==> src/rtl/booth_mul_pkg.sv <==
package booth_mul_pkg;

  // Arithmetic chosen for one step
  typedef enum logic [1:0] {
    STEP_NONE = 2'b00,
    STEP_ADD  = 2'b01,
    STEP_SUB  = 2'b10
  } step_op_e;

  // Map {register LSB, guard bit} to a step operation
  function automatic step_op_e recode_pair(input logic [1:0] pair);
    case (pair)
      2'b10:   return STEP_SUB;   // a run of ones begins
      2'b01:   return STEP_ADD;   // a run of ones has ended
      default: return STEP_NONE;  // inside a run of zeros or of ones
    endcase
  endfunction

endpackage

==> src/rtl/booth_recoder.sv <==
module booth_recoder
  import booth_mul_pkg::*;
(
  input  logic [1:0] pair,
  output step_op_e   op
);

  always_comb op = recode_pair(pair);

endmodule

==> src/rtl/booth_step_unit.sv <==
module booth_step_unit
  import booth_mul_pkg::*;
#(
  parameter int WIDTH = 32
) (
  input  logic [WIDTH-1:0] acc,
  input  logic [WIDTH-1:0] mplr,
  input  logic [WIDTH-1:0] mcand,
  input  step_op_e         op,
  output logic [WIDTH-1:0] acc_nx,
  output logic [WIDTH-1:0] mplr_nx,
  output logic             guard_nx
);

  localparam int SUM_W = WIDTH + 1;

  // Sign-extended add or subtract, one bit wider than the operands
  function automatic logic [SUM_W-1:0] wide_sum(input logic [WIDTH-1:0] a,
                                                input logic [WIDTH-1:0] m,
                                                input step_op_e         o);
    logic [SUM_W-1:0] ax;
    logic [SUM_W-1:0] mx;
    ax = {a[WIDTH-1], a};
    mx = {m[WIDTH-1], m};
    case (o)
      STEP_ADD: return ax + mx;
      STEP_SUB: return ax - mx;
      default:  return ax;
    endcase
  endfunction

  logic [SUM_W-1:0] sum_w;

  always_comb begin
    sum_w    = wide_sum(acc, mcand, op);
    // shifting {sum, mplr} right by one: the wide sign becomes the new MSB
    acc_nx   = sum_w[SUM_W-1:1];
    mplr_nx  = {sum_w[0], mplr[WIDTH-1:1]};
    guard_nx = mplr[0];
  end

endmodule

==> src/rtl/booth_seq_ctrl.sv <==
module booth_seq_ctrl #(
  parameter int WIDTH = 32
) (
  input  logic clk,
  input  logic rst_n,
  input  logic start,
  output logic load,
  output logic step,
  output logic busy,
  output logic done
);

  localparam int CNT_W = $clog2(WIDTH + 1);
  localparam logic [CNT_W-1:0] LAST_IDX = CNT_W'(WIDTH - 1);

  logic [CNT_W-1:0] step_idx;
  logic             last_step;

  assign load      = start && !busy;
  assign step      = busy;
  assign last_step = busy && (step_idx == LAST_IDX);

  always_ff @(posedge clk or negedge rst_n) begin
    if (!rst_n) begin
      busy     <= 1'b0;
      done     <= 1'b0;
      step_idx <= '0;
    end else begin
      done <= last_step;
      if (load) begin
        busy     <= 1'b1;
        step_idx <= '0;
      end else if (busy) begin
        step_idx <= step_idx + 1'b1;
        if (last_step) busy <= 1'b0;
      end
    end
  end

endmodule

==> src/rtl/seq_booth_multiplier.sv <==
module seq_booth_multiplier
  import booth_mul_pkg::*;
#(
  parameter int WIDTH = 32
) (
  input  logic                 clk,
  input  logic                 rst_n,
  input  logic                 start,
  input  logic [WIDTH-1:0]     op_a,
  input  logic [WIDTH-1:0]     op_b,
  output logic                 busy,
  output logic                 done,
  output logic [2*WIDTH-1:0]   product
);

  logic [WIDTH-1:0] acc_q, mplr_q, mcand_q;
  logic             guard_q;
  logic [WIDTH-1:0] acc_nx, mplr_nx;
  logic             guard_nx;
  logic             load_w, step_w;
  logic [1:0]       pair_w;
  step_op_e         op_w;

  booth_seq_ctrl #(.WIDTH(WIDTH)) u_ctrl (
    .clk   (clk),
    .rst_n (rst_n),
    .start (start),
    .load  (load_w),
    .step  (step_w),
    .busy  (busy),
    .done  (done)
  );

  assign pair_w = {mplr_q[0], guard_q};

  booth_recoder u_recode (
    .pair (pair_w),
    .op   (op_w)
  );

  booth_step_unit #(.WIDTH(WIDTH)) u_step (
    .acc      (acc_q),
    .mplr     (mplr_q),
    .mcand    (mcand_q),
    .op       (op_w),
    .acc_nx   (acc_nx),
    .mplr_nx  (mplr_nx),
    .guard_nx (guard_nx)
  );

  always_ff @(posedge clk or negedge rst_n) begin
    if (!rst_n) begin
      acc_q   <= '0;
      mplr_q  <= '0;
      mcand_q <= '0;
      guard_q <= 1'b0;
    end else if (load_w) begin
      acc_q   <= '0;
      mplr_q  <= op_b;
      mcand_q <= op_a;
      guard_q <= 1'b0;
    end else if (step_w) begin
      acc_q   <= acc_nx;
      mplr_q  <= mplr_nx;
      guard_q <= guard_nx;
    end
  end

  assign product = {acc_q, mplr_q};

endmodule

==> config.mk <==
export PLATFORM = sky130hd
export DESIGN_NAME = seq_booth_multiplier
export DESIGN_NICKNAME = d
export VERILOG_FILES = /design/src/rtl/booth_mul_pkg.sv /design/src/rtl/booth_recoder.sv /design/src/rtl/booth_step_unit.sv /design/src/rtl/booth_seq_ctrl.sv /design/src/rtl/seq_booth_multiplier.sv
export SDC_FILE = /design/constraint.sdc
export NUM_CORES = 1
export LEC_CHECK = 0
export CORE_MARGIN = 2
export CORE_UTILIZATION = 62
export DETAILED_ROUTE_END_ITERATION = 12
export DONT_BUFFER_PORTS = 1
export GPL_TIMING_DRIVEN = 0
export MAX_ROUTING_LAYER = met4
export PLACE_DENSITY = 0.78
export SLEW_MARGIN = 5
export SYNTH_ARGS = -nofsm -noshare
export SYNTH_HDL_FRONTEND = slang
export SYNTH_SLANG_ARGS = --single-unit
==> constraint.sdc <==
create_clock -name clk -period 6.7 [get_ports clk]
set_input_delay 2.01 -clock clk [delete_from_list [all_inputs] [get_ports clk]]
set_output_delay 2.01 -clock clk [all_outputs]
set_load 0.05 [all_outputs]
==> results of run 1 <==
per-stage QoR:
stage	hold slack, ns	instance area [µm²]	utilization
global route	0.543	7760	0.680
detailed placement	0.489	7460	0.653
finish	0.512	7760	0.680
global placement	0.464	7460	0.653
floorplan	0.443	7280	-
CTS	0.504	7760	0.680
area by class of cell:
cell class / instances / area share
tap: 143 / 0.0230
clock inverter: 6 / 0.00870
buffer: 56 / 0.0317
sequential: 105 / 0.338
inverter: 22 / 0.0106
multi-input combinational: 680 / 0.557
clock buffer: 10 / 0.0308
metal layers:
layer | share of wire | vias up
li1 | - | 3090
met1 | 0.41 | 3203
met2 | 0.47 | 293
met3 | 0.085 | 48
met4 | 0.032 | 0
met5 | 0 | -
cells in the final DEF, fill, tap and decap left out, types with 5 or more instances in the layout:
cell type | synthesis | layout
a21oi_1 | 72 | 72
o21ai_0 | 79 | 79
xnor2_1 | 43 | 43
xor2_1 | 12 | 12
clkbuf_1 | 39 | 39
buf_1 | 6 | 6
o31ai_1 | 9 | 9
clkbuf_16 | 0 | 9
nor2_1 | 40 | 40
mux2i_1 | 41 | 41
o21a_1 | 9 | 9
nand4_1 | 9 | 9
a31oi_1 | 27 | 27
and3_1 | 5 | 5
buf_2 | 5 | 5
nand3_1 | 11 | 11
nor3_1 | 14 | 14
inv_1 | 21 | 21
dfrtp_1 | 105 | 105
nand2_1 | 159 | 159
a211oi_1 | 6 | 6
and2_1 | 6 | 6
o21ai_1 | 7 | 7
nor3b_1 | 16 | 16
a21o_1 | 8 | 8
ha_1 | 36 | 36
registers in the layout, summed over array words and instances, names as in the netlist:
| name | count |
|---|---|
| acc_q | 32 |
| mcand_q | 32 |
| mplr_q | 32 |
| u_ctrl.step_idx | 6 |
| guard_q | 1 |
| u_ctrl.busy | 1 |
| u_ctrl.done | 1 |
final timing paths:
check	start	cells past startpoint	end	slack, ns
min in group asynchronous	rst_n	0	mplr_q[24]$_DFFE_PN0P_	1.33
max in group asynchronous	rst_n	0	mplr_q[13]$_DFFE_PN0P_	5.25
worst min register to register	u_ctrl.step_idx[5]$_DFFE_PN0P_	1	u_ctrl.done$_DFF_PN0_	0.51
worst min-delay path	u_ctrl.step_idx[5]$_DFFE_PN0P_	1	u_ctrl.done$_DFF_PN0_	0.51
worst max-delay path	mcand_q[3]$_DFFE_PN0P_	16	acc_q[31]$_DFFE_PN0P_	2.07
worst max register to register	mcand_q[3]$_DFFE_PN0P_	16	acc_q[31]$_DFFE_PN0P_	2.07
worst reg2reg max path: stages, from the launching register on:
cell,delay (ns)
dfrtp_1,0.45
or4_4,0.57
nor4_4,0.39
and3_1,0.23
clkbuf_1,0.31
a31oi_1,0.17
xnor2_1,0.17
ha_1,0.29
buf_4,0.16
and4_1,0.22
nand4_1,0.14
or2_0,0.23
o22ai_1,0.21
a21oi_1,0.16
o21a_1,0.26
o41a_2,0.51
o21ai_2,0.11
cell families after synthesis:
group                      count (synthesis)
muxes                                     44
xor gates and xnor gates                  55
DFF                                      105
and+or+nand+nor                          293
buffers and inverters                     78
AOI/OAI and AO/OA                        251
adders and majority gates                 37
==> impl_metrics.json, run 1 <==
{
  "cts_buffers": 9,
  "syn-cell-area_um2": 7280,
  "cts_tree": "done",
  "outcome": "complete, no violations",
  "critPathCaptureType": "flop",
  "routed_wl_mm": 20.7,
  "multiInputGateArea_um2": 4320,
  "synth-compound-area-share": 0.208,
  "synth_seq_area_share": 0.361,
  "min_path_type": "flop to flop",
  "cp_top_family": "simple AND/OR/NAND/NOR gates",
  "cts_resized": 0,
  "wl_per_cell_um": 20.2,
  "cts_sinks": 105,
  "drcViolationCount": 0,
  "io_buffers": 0,
  "synth_mux_area_frac": 0.0610,
  "arrival_ns": 4.93,
  "initial_core_util": 0.638,
  "num_rows": 39,
  "yosysMostFrequentCell": "nand2_1",
  "synth-simple-area-share": 0.194,
  "synth-edff-count": 0,
  "grt_max_degree": 106,
  "grt_pass1_vias": 6442,
  "cts-root-buf": "clkbuf_16",
  "clk_pin_slew_ns": 0.08,
  "n_fill_cell": 965,
  "synth_top_family_by_area": "compound AO/OA/AOI/OAI gates",
  "die_h_um": 112,
  "max_freq_mhz": 216,
  "synth-seq-cells": 105,
  "setup_violations": 0,
  "dp.cells": 1006,
  "clockBufferDepth": 2,
  "yosys-top-cells-area": "dfrtp_1, nand2_1, ha_1, mux2i_1, o21ai_0",
  "finalMaxSlewViolations": 0,
  "htreeDepth": 3,
  "nets": 978,
  "antenna_found_initial": 0,
  "hold_viol": 0,
  "die_area_um2": 12600,
  "use_met3": 0.0815,
  "drv_cap": 0,
  "ant_nets": 0,
  "finalClockSkew_ns": 0.0140,
  "syn_inst": 863,
  "gr-usage-all-layers": 0.343,
  "stdcell_count": 1022,
  "relSlewSlack": 0.488,
  "worstSetupPathType": "flop to flop",
  "start_kind": "flop",
  "drtIter0Drc": 616,
  "synth_top_area_frac": 0.361,
  "slowest_stage": "or4_4",
  "synth_adder_area_share": 0.0646,
  "synth_ff_type": "dfrtp_1",
  "yosys.area.top_type": "dfrtp_1",
  "grt_use_met2": 0.528,
  "grt_remaining_overflow": 0,
  "critical_path.cell_chain": "or4_4 -> nor4_4 -> and3_1 -> clkbuf_1 -> a31oi_1 -> xnor2_1 -> ha_1 -> buf_4 -> and4_1 -> nand4_1 -> or2_0 -> o22ai_1 -> a21oi_1 -> o21a_1 -> o41a_2 -> o21ai_2",
  "n_antenna_cell": 0,
  "area_growth_pct": 6.67,
  "grt_pass1_wl_mm": 33.3,
  "dr.pass1.iters": 5,
  "hpwl_mm": 15.8,
  "synth_xor_area_frac": 0.0662,
  "async_reset_ff_frac": 1.00,
  "post-route-min-period_ns": 4.63,
  "core-area_um2": 11400,
  "busiest_layer": "met2",
  "cts_hold_buf": 0,
  "die_width_um": 112,
  "cp_max_fo": 9,
  "cts_setup_buffers": 0,
  "tightest_slew_ns": 0.767,
  "gp_congestion": 0.935,
  "worst_slack_ns": 2.07,
  "path_buf_inv": 2,
  "ios": 133,
  "grt_util_met1": 0.439,
  "synthDistinctLibCells": 71,
  "slowest_delay_ns": 0.57,
  "drive_above_1_share": 0.0569,
  "drt-vias-per-instance": 6.49,
  "post-place-ws_ns": 2.20,
  "regArea_um2": 2630,
  "num_vias": 6634,
  "rsz0062_at_grt": "false",
  "worstPathRequired_ns": 7.00,
  "synth_area_per_cell_um2": 8.44,
  "period_share": 0.691,
  "syn-num-nets": 967,
  "fin_setup_tns_ns": 0,
  "ys_warn_count": 0,
  "clk_latency_ns": 0.37,
  "synthTopCellsByCount": "nand2_1, dfrtp_1, o21ai_0, a21oi_1, xnor2_1"
}
Power of run 1 is left out: the tool's default activity adds up to more than one toggle a clock period on the data nets, which glitch-free logic cannot reach.
==> run 2, diff against run 1 <==
--- a/config.mk
+++ b/config.mk
@@ -5,6 +5,7 @@
 export SDC_FILE = /design/constraint.sdc
 export NUM_CORES = 1
 export LEC_CHECK = 0
+export ABC_AREA = 1
 export CORE_MARGIN = 2
 export CORE_UTILIZATION = 62
 export DETAILED_ROUTE_END_ITERATION = 12
==> constraint.sdc (replaced) <==
create_clock -name clk -period 4.5 [get_ports clk]
set_input_delay 1.35 -clock clk [delete_from_list [all_inputs] [get_ports clk]]
set_output_delay 1.35 -clock clk [all_outputs]
set_load 0.05 [all_outputs]
==> run 2 against run 1 <==
Final cell count rose by 28%; count of clock-buffer cells in the layout did not move; worst hold slack got worse by 0.036 ns; global-route usage rose by 3.0 points; core utilization fell by 0.78 points; worst setup slack got worse by 1.2 ns; critical path depth rose by 2; non-clock buffer count fell by 21; synthesized cell count rose by 33%; maximum frequency rose by 29%; flip-flop and latch count did not move; area after synthesis rose by 3.9%.
==> impl_metrics.json, run 2 <==
{
  "outcome": "complete, no violations",
  "synth-edff-count": 0,
  "synth-seq-cells": 105,
  "worstSetupPathType": "flop to flop",
  "routed_wl_mm": 22.8,
  "slowest_stage": "clkbuf_1",
  "yosys-top-cells-area": "dfrtp_1, nand2_1, inv_1, ha_1, nor2_1",
  "synth_mux_area_frac": 0,
  "synth_seq_area_share": 0.348,
  "cp_top_family": "simple AND/OR/NAND/NOR gates",
  "gr-usage-all-layers": 0.373,
  "finalClockSkew_ns": 0.0147,
  "n_antenna_cell": 0,
  "core-area_um2": 12000,
  "hpwl_mm": 17.7,
  "postLayoutCellArea_um2": 8040,
  "wl_per_cell_um": 17.4,
  "critical_path.cell_chain": "inv_1 -> ha_1 -> clkinv_1 -> clkbuf_1 -> o21ai_0 -> xnor2_1 -> inv_1 -> ha_1 -> nand2_1 -> nand2_1 -> a21oi_1 -> nand2_1 -> nand2_1 -> nand2_1 -> a21oi_1 -> nand3_1 -> nand3_1 -> nand2_1",
  "async_reset_ff_frac": 1.00,
  "dpl_cell_area_um2": 7740,
  "syn_inst": 1144,
  "min_path_type": "flop to flop",
  "cts_buffers": 9,
  "reg.largest.list": "acc_q: 32 flops, mcand_q: 32 flops, mplr_q: 32 flops",
  "post-route-min-period_ns": 3.60,
  "syn-num-nets": 1248,
  "fin_setup_tns_ns": 0,
  "syn-cell-area_um2": 7560,
  "num_rows": 40,
  "num_vias": 7517,
  "max_freq_mhz": 278,
  "synth_top_area_frac": 0.348,
  "crit_top_cell": "nand2_1",
  "drive_above_1_share": 0.0293,
  "io_buffers": 0,
  "synth_xor_area_frac": 0.0371,
  "die_h_um": 114,
  "arrival_ns": 3.86,
  "ant_nets": 0,
  "slowest_delay_ns": 0.40,
  "cts-root-buf": "clkbuf_16",
  "rsz0062_at_grt": "false",
  "hold_viol": 0,
  "cts_hold_buf": 0,
  "gp_congestion": 0.974,
  "regArea_um2": 2630,
  "start_kind": "flop",
  "final_cell_mix": "nand2_1, inv_1, nor2_1, dfrtp_1, nand3_1",
  "clk_pin_slew_ns": 0.08,
  "grt_remaining_overflow": 0,
  "yosysMostFrequentCell": "nand2_1",
  "drv_cap": 0,
  "tightest_slew_ns": 0.807,
  "setup_violations": 0,
  "initial_core_util": 0.632,
  "antenna_found_initial": 0,
  "nets": 1259,
  "synthDistinctLibCells": 39,
  "grt_max_degree": 106,
  "synth_area_per_cell_um2": 6.61,
  "die_area_um2": 13100,
  "cts_tree": "done",
  "cp_max_fo": 10,
  "dr.pass1.iters": 5,
  "clk_latency_ns": 0.37,
  "synthTopCellsByCount": "nand2_1, inv_1, nor2_1, dfrtp_1, nand3_1",
  "relSlewSlack": 0.462,
  "synth_adder_area_share": 0.0622,
  "synth_top_family_by_area": "simple AND/OR/NAND/NOR gates",
  "drcViolationCount": 0,
  "grt_pass1_vias": 7209,
  "finalMaxSlewViolations": 0,
  "synth-compound-area-share": 0.126,
  "layout_commonest_cell": "nand2_1",
  "die_width_um": 114,
  "path_buf_inv": 4,
  "ys_warn_count": 0,
  "ios": 133,
  "yosys.area.top_type": "dfrtp_1",
  "synth_ff_type": "dfrtp_1",
  "grt_pass1_wl_mm": 36.3,
  "cts_resized": 0,
  "synth-simple-area-share": 0.335,
  "multiInputGateArea_um2": 4230,
  "period_share": 0.799,
  "critPathCaptureType": "flop",
  "drtIter0Drc": 544,
  "n_fill_cell": 1079,
  "cts_sinks": 105,
  "clockBufferDepth": 2,
  "drt-vias-per-instance": 5.75,
  "worstPathRequired_ns": 4.77,
  "htreeDepth": 3,
  "cts_setup_buffers": 0,
  "area_growth_pct": 6.37
}
run 2: cell count changes after synthesis, moves of 17 or more:
cell | before | now
nand2_1 | 159 | 411
inv_1 | 21 | 147
nor2_1 | 40 | 112
nand3_1 | 11 | 64
mux2i_1 | 41 | 0
xnor2_1 | 43 | 4
a31oi_1 | 27 | 2
a21oi_1 | 72 | 50
o21ai_0 | 79 | 62
run 2: final timing paths:
| check | startpoint | slack (ns) | depth (start not counted) | to |
|---|---|---|---|---|
| max | guard_q$_DFFE_PN0P_ | 0.90 | 18 | acc_q[31]$_DFFE_PN0P_ |
| min | u_ctrl.step_idx[5]$_DFFE_PN0P_ | 0.48 | 1 | u_ctrl.done$_DFF_PN0_ |
| max reg2reg | guard_q$_DFFE_PN0P_ | 0.90 | 18 | acc_q[31]$_DFFE_PN0P_ |
| min reg2reg | u_ctrl.step_idx[5]$_DFFE_PN0P_ | 0.48 | 1 | u_ctrl.done$_DFF_PN0_ |
| max in group asynchronous | rst_n | 3.71 | 0 | u_ctrl.step_idx[1]$_DFFE_PN0P_ |
| min in group asynchronous | rst_n | 0.67 | 0 | mplr_q[8]$_DFFE_PN0P_ |
run 2: final cells by class:
class / instances / share of cell area
multi-input cells: 854 / 0.526
flip-flops and latches: 105 / 0.327
inverters: 150 / 0.0700
clock buffers: 10 / 0.0297
well taps: 147 / 0.0229
plain buffers: 35 / 0.0173
clock inverters: 6 / 0.00731
run 2: through the flow:
step	worst slack, ns	hold WS (ns)	util	instances
5_1_grt	0.534	0.488	0.672	1307
4_1_cts	0.920	0.467	0.672	1307
2_1_floorplan	1.76	0.438	-	1144
6_report	0.904	0.476	0.672	1307
3_3_place_gp	1.03	0.454	0.647	1291
3_5_place_dp	0.934	0.457	0.647	1291
run 2: worst register-to-register path, stage by stage, from the launching register on:
cell      delay, ns
dfrtp_1        0.36
inv_1          0.07
ha_1           0.25
clkinv_1       0.20
clkbuf_1       0.40
o21ai_0        0.20
xnor2_1        0.22
inv_1          0.08
ha_1           0.33
nand2_1        0.09
nand2_1        0.07
a21oi_1        0.22
nand2_1        0.13
nand2_1        0.09
nand2_1        0.18
a21oi_1        0.32
nand3_1        0.12
nand3_1        0.10
nand2_1        0.05
run 2: cells by family (layout without fill, tap and decap cells):
logic type / after synthesis / in the layout
adder cells (fa/ha/maj): 37 / 37
AND/OR/NAND/NOR: 623 / 623
XOR/XNOR: 32 / 32
AO/OA/AOI/OAI: 162 / 162
buffers and inverters: 185 / 201
flip-flops: 105 / 105
run 2: metal layers:
layer,track usage,share of wire
met5,-,0
met4,0.146,0.031
met3,0.0656,0.077
met2,0.593,0.47
met1,0.478,0.43
Power of run 2 is left out for the same reason.
